**config.mk**
```make
export PLATFORM = sky130hd
export DESIGN_NAME = bus_req_encoder
export DESIGN_NICKNAME = d
export VERILOG_FILES = /design/src/rtl/bre_pkg.sv /design/src/rtl/bre_span.sv /design/src/rtl/bre_shadow.sv /design/src/rtl/bus_req_encoder.sv
export SDC_FILE = /design/constraint.sdc
export NUM_CORES = 1
export LEC_CHECK = 0
export BUFFER_PORTS_ARGS = -buffer_cell sky130_fd_sc_hd__buf_2
export CORE_MARGIN = 4
export CORE_UTILIZATION = 55
export DETAILED_ROUTE_END_ITERATION = 16
export PLACE_DENSITY_LB_ADDON = 0.2
export SYNTH_ARGS = -nofsm -noshare
export SYNTH_HDL_FRONTEND = slang
export SYNTH_SLANG_ARGS = --single-unit
```
**constraint.sdc**
```tcl
create_clock -name clk -period 5.45 [get_ports clk]
set_input_delay 0.545 -clock clk [delete_from_list [all_inputs] [get_ports clk]]
set_output_delay 0.545 -clock clk [all_outputs]
set_load 0.01 [all_outputs]
```
**src/rtl/bre_pkg.sv**
```systemverilog
package bre_pkg;
    localparam int ADDR_W = 32;
    localparam int CMD_W  = 8;

    typedef enum logic [1:0] {
        LEN_NONE = 2'd0,
        LEN_ONE  = 2'd1,
        LEN_TWO  = 2'd2,
        LEN_FOUR = 2'd3
    } len_code_e;

    function automatic logic [2:0] len_bytes(input len_code_e c);
        case (c)
            LEN_NONE: return 3'd0;
            LEN_ONE:  return 3'd1;
            LEN_TWO:  return 3'd2;
            default:  return 3'd4;
        endcase
    endfunction
endpackage

```
**src/rtl/bre_span.sv**
```systemverilog
// Smallest address-phase code that makes base equal to target.
module bre_span
    import bre_pkg::*;
(
    input  logic [ADDR_W-1:0] target,
    input  logic [ADDR_W-1:0] base,
    output len_code_e         code
);
    logic [ADDR_W-1:0] diff;

    always_comb begin
        diff = target ^ base;
        if (|diff[31:16])     code = LEN_FOUR;
        else if (|diff[15:8]) code = LEN_TWO;
        else if (|diff[7:0])  code = LEN_ONE;
        else                  code = LEN_NONE;
    end
endmodule

```
**src/rtl/bre_shadow.sv**
```systemverilog
// Local copy of the remote address register plus a validity flag.
module bre_shadow
    import bre_pkg::*;
(
    input  logic              clk,
    input  logic              rst,
    input  logic              load,
    input  logic [ADDR_W-1:0] load_val,
    output logic [ADDR_W-1:0] shadow,
    output logic              valid
);
    typedef struct packed {
        logic [ADDR_W-1:0] addr;
        logic              ok;
    } shd_t;

    shd_t st_d, st_q;

    always_comb begin
        st_d = st_q;
        if (load) begin
            st_d.addr = load_val;
            st_d.ok   = 1'b1;
        end
    end

    always_ff @(posedge clk) begin
        if (rst) st_q <= '0;
        else     st_q <= st_d;
    end

    assign shadow = st_q.addr;
    assign valid  = st_q.ok;
endmodule

```
**src/rtl/bus_req_encoder.sv**
```systemverilog
module bus_req_encoder
    import bre_pkg::*;
#(
    parameter int DATA_W = 16
) (
    input  logic              clk,
    input  logic              rst,
    input  logic              req_valid,
    output logic              req_ready,
    input  logic [ADDR_W-1:0] req_addr,
    input  logic [DATA_W-1:0] req_wdata,
    input  logic              req_write,
    input  logic              req_postinc,
    output logic              out_valid,
    input  logic              out_ready,
    output logic [7:0]        out_data
);
    localparam int ADDR_BYTES = ADDR_W / 8;
    localparam int DATA_BYTES = DATA_W / 8;
    localparam int MAX_BYTES  = 1 + ADDR_BYTES + DATA_BYTES;
    localparam int BUF_W      = 8 * MAX_BYTES;
    localparam int HDR_W      = CMD_W + ADDR_W;
    localparam int CNT_W      = $clog2(MAX_BYTES + 1);

    typedef struct packed {
        logic [BUF_W-1:0] obuf;
        logic [CNT_W-1:0] cnt;
    } enc_t;

    enc_t st_d, st_q;

    logic [ADDR_W-1:0] shadow;
    logic              shadow_ok;
    logic [ADDR_W-1:0] base   [2];
    len_code_e         span   [2];

    assign base[0] = shadow;
    assign base[1] = '0;

    // index 0: relative to shadow, index 1: relative to zero
    for (genvar gi = 0; gi < 2; gi++) begin : g_span
        bre_span u_span (
            .target (req_addr),
            .base   (base[gi]),
            .code   (span[gi])
        );
    end

    logic              accept;
    logic              use_clear;
    len_code_e         code;
    logic [2:0]        nbytes;
    logic [CMD_W-1:0]  cmd;
    logic [ADDR_W-1:0] next_shadow;
    logic [HDR_W-1:0]  hdr;
    logic [BUF_W-1:0]  dat;

    assign accept = req_valid && req_ready;

    always_comb begin
        use_clear = !shadow_ok || (len_bytes(span[1]) < len_bytes(span[0]));
        code      = use_clear ? span[1] : span[0];
        nbytes    = len_bytes(code);
        cmd       = {3'b000, code, req_postinc, req_write, use_clear};
        next_shadow = {req_addr[ADDR_W-1:8], req_addr[7:0] + {7'd0, req_postinc}};
        // left-justify the chosen address bytes behind the command
        hdr = {cmd, req_addr << (8 * (ADDR_BYTES - int'(nbytes)))};
        dat = {{(BUF_W-DATA_W){1'b0}}, req_wdata} << (8 * (ADDR_BYTES - int'(nbytes)));
    end

    bre_shadow u_shadow (
        .clk      (clk),
        .rst      (rst),
        .load     (accept),
        .load_val (next_shadow),
        .shadow   (shadow),
        .valid    (shadow_ok)
    );

    always_comb begin
        st_d = st_q;
        if (accept) begin
            st_d.obuf = {hdr, {(BUF_W-HDR_W){1'b0}}} | dat;
            st_d.cnt  = CNT_W'(1 + int'(nbytes) + (req_write ? DATA_BYTES : 0));
        end else if (out_valid && out_ready) begin
            st_d.obuf = st_q.obuf << 8;
            st_d.cnt  = st_q.cnt - CNT_W'(1);
        end
    end

    always_ff @(posedge clk) begin
        if (rst) st_q <= '0;
        else     st_q <= st_d;
    end

    assign out_valid = (st_q.cnt != '0);
    assign req_ready = (st_q.cnt == '0);
    assign out_data  = st_q.obuf[BUF_W-1 -: 8];
endmodule

```
==> key figures <==
Status
  – Status: complete, no violations

Die
  – Die X: 109 µm
  – Starting density of the core: 56.9%
  – Die height: 109 µm
  – Std cell rows: 36
  – # IOs: 64
  – Die area: 11,800 µm²
  – Total core area: 9820 µm²

CTS
  – TritonCTS Buffers: 9
  – CTS max path bufs: 2
  – Clk root buf: clkbuf_8
  – Post_cts resized: 0
  – # hold bufs at CTS: 0
  – Clk sinks: 92
  – Worst-path clk slew: 90 ps
  – H-Tree Depth: 3
  – Post-CTS Setup Repair Bufs: 0
  – CTS tree: done
  – Clock Latency Late Sink: 370 ps

Finish
  – Share of layout cells above drive strength 1: 16.2%
  – Area growth syn-to-layout: 10.4%
  – Final core occ: 62.9%
  – Cell Count, Final, Fillers Out: 905
  – Final-stage net count: 835
  – Antenna Cells: 0

Place
  – Port bufs: 63
  – HPWL after detailed placement: 12.5 mm
  – # placed instances: 890
  – RePlAce Congestion: 1.02

STA
  – Final Setup Violations: 0
  – Fin Setup TNS: 0 ps
  – Tmin final: 4780 ps
  – Setup Skew: 13.3 ps
  – Max_slew headroom: 33.9%
  – Max-slew violation count: 0
  – Final hold violation count: 0
  – RSZ-0062 raised after global routing: no
  – Fin crit share: 87.8%
  – Peak Freq: 209 MHz
  – Worst-margin pin slew: 989 ps

Min path
  – Hold Crit Class: input pin to flip-flop

Synthesis
  – Unique cell type count in the Yosys netlist: 48
  – Seq/Total Area, Yosys: 32.9%
  – Share of flip-flops with an asynchronous set or reset: 0%
  – Largest cells by area after synthesis: dfxtp_1 33%, nand2_1 10%, nor2_1 6.0%, mux2i_1 5.5%, a21oi_1 5.2%
  – Commonest register cell after synthesis: dfxtp_1
  – Commonest cells post-synth: 151 x nand2_1, 92 x dfxtp_1, 89 x nor2_1, 58 x a21oi_1, 45 x clkbuf_1
  – Cell type with the largest total area after synthesis: dfxtp_1
  – Most common cell in the netlist: nand2_1
  – EDFF count, synth: 0
  – Top cell type's share of synthesized area: 32.9%
  – Post-Syn Area: 5590 µm²
  – Avg Cell Area, Syn: 7.54 µm²
  – #FFs+latches synth: 92
  – Synth warn: 0
  – Cells after synthesis: 742
  – Syn nets: 809

Job
  – Max-Cap Viols: 0

Setup path
  – Crit path capture type: flip-flop
  – Worst Path Buf+Inv: 2
  – CP cell instances: xnor2_1 -> nand4_1 -> nor4_2 -> o21ai_0 -> ha_1 -> o21a_1 -> o21ai_0 -> a41oi_2 -> mux2i_1 -> inv_1 -> ha_1 -> buf_4 -> nor2b_1 -> nand2_1 -> a21oi_1 -> nor3_1 -> a311oi_1
  – Crit path kind: flip-flop to flip-flop
  – Data arrival, critical path: 5050 ps
  – Slowest stage delay, CP: 590 ps
  – Crit path max-delay family: compound AO/OA/AOI/OAI gates
  – WP data required: 5720 ps
  – CP max-delay cell: ha_1
  – Critical Path Fanout Max: 20
  – Type of origin of the critical path: flip-flop

Route
  – DR vias/cell: 6.09
  – Antenna viol nets, final: 0
  – Avg WL per Cell: 19.1 µm
  – Final wirelength: 17.3 mm
  – Pre-antenna DRT Iters: 5
  – DRC viols: 0
  – Routed met2 length: 7.52 mm
  – Top sig layer: met4
  – Via count: 5,512
  – Violation count after the first detailed-route iteration: 528
  – Met3 WL: 1.10 mm
  – Metal-1 WL: 8.20 mm

Global routing
  – Global-route wire length before repair: 27.6 mm
  – Total grt overflow: 0
  – Vias in the first global route: 4,987
  – Tot GR Track Use: 30.2%
  – Largest net degree at the start of global routing: 63
  – Initial antenna violation count: 0

Power and ir drop
  – Leakage: 2.25 nW
  – Power, Total: 2.48 mW
  – Pwr Density: 402 nW/µm²
  – Peak supply drop: 0.298 mV
[path summary, 6_finish.rpt]
kind,cells past startpoint,startpoint,endpoint,slack [ps]
worst max-delay path,17,u_shadow.shadow[26],out_data[2],670
worst min-delay path,3,req_addr[24],u_shadow.shadow[24],450
worst max register to register,17,u_shadow.shadow[26],out_data[2],670
worst min register to register,2,u_shadow.shadow[10],u_shadow.shadow[10],470
[metrics by stage]
stage               worst slack [ps]  hold slack [ps]  cell area, µm²
floorplan                       1080              434            5590
global placement                 547              454            5960
detailed placement               420              459            5960
CTS                              747              443            6170
global route                     312              463            6170
finish                           667              454            6170
[where the power goes]
group / internal, mW / switching [mW] / leakage, nW
clock network: 0.269 / 0.244 / 0.109
logic: 0.348 / 0.629 / 1.39
registers: 0.879 / 0.114 / 0.756
total: 1.50 / 0.987 / 2.25
[per-layer routing]
| metal | up-vias | global-route usage, % |
|---|---|---|
| met2 | 223 | 45.0 |
| met5 | - | 0 |
| met3 | 32 | 2.72 |
| met1 | 2630 | 45.6 |
| li1 | 2627 | - |
| met4 | 0 | 10.3 |
[layout by cell type, fill, tap and decap left out, drive strengths merged, types with 5 or more instances in the layout]
cell / count
nand2: 151
nor3: 7
o21ai: 40
mux2: 16
nand4: 6
a311oi: 12
nor2b: 5
clkbuf: 11
nor4: 10
nor2: 90
o32ai: 7
nand3: 6
inv: 6
ha: 11
buf: 85
a21oi: 58
dfxtp: 92
xor2: 11
a211oi: 30
a22oi: 18
mux2i: 31
xnor2: 27
[worst reg2reg max path, stage by stage (launching register included)]
cell and delay (ps):
dfxtp_1 330, xnor2_1 160, nand4_1 140, nor4_2 380, o21ai_0 160, ha_1 290
o21a_1 180, o21ai_0 320, a41oi_2 100, mux2i_1 390, inv_1 200, ha_1 590
buf_4 320, nor2b_1 440, nand2_1 110, a21oi_1 240, nor3_1 70, a311oi_1 280
[kinds of logic (layout without fill, tap and decap cells)]
family	Yosys count	count (layout)	synth area share, %
compound gates	188	188	21.7
flops	92	92	32.9
fa+ha+maj	13	13	3.18
mux	47	47	8.77
buf+inv	76	106	5.75
simple gates	288	288	21.7
xor+xnor	38	38	5.95
[layout make-up]
| class | count | area (µm²) |
|---|---|---|
| multi-input cells | 574 | 3430 |
| repair buffers | 85 | 493 |
| inverters | 6 | 22.5 |
| clock inverters | 4 | 73.8 |
| clock buffers | 11 | 141 |
| flip-flops and latches | 92 | 1840 |
| well taps | 133 | 166 |
| fillers | 959 | 3650 |
[state kept, by name (all words and copies together), names as in the netlist]
register,flops
st_q,51
out_data,8
u_shadow.shadow,32
u_shadow.valid,1
Power figures use the tool's default switching activity.
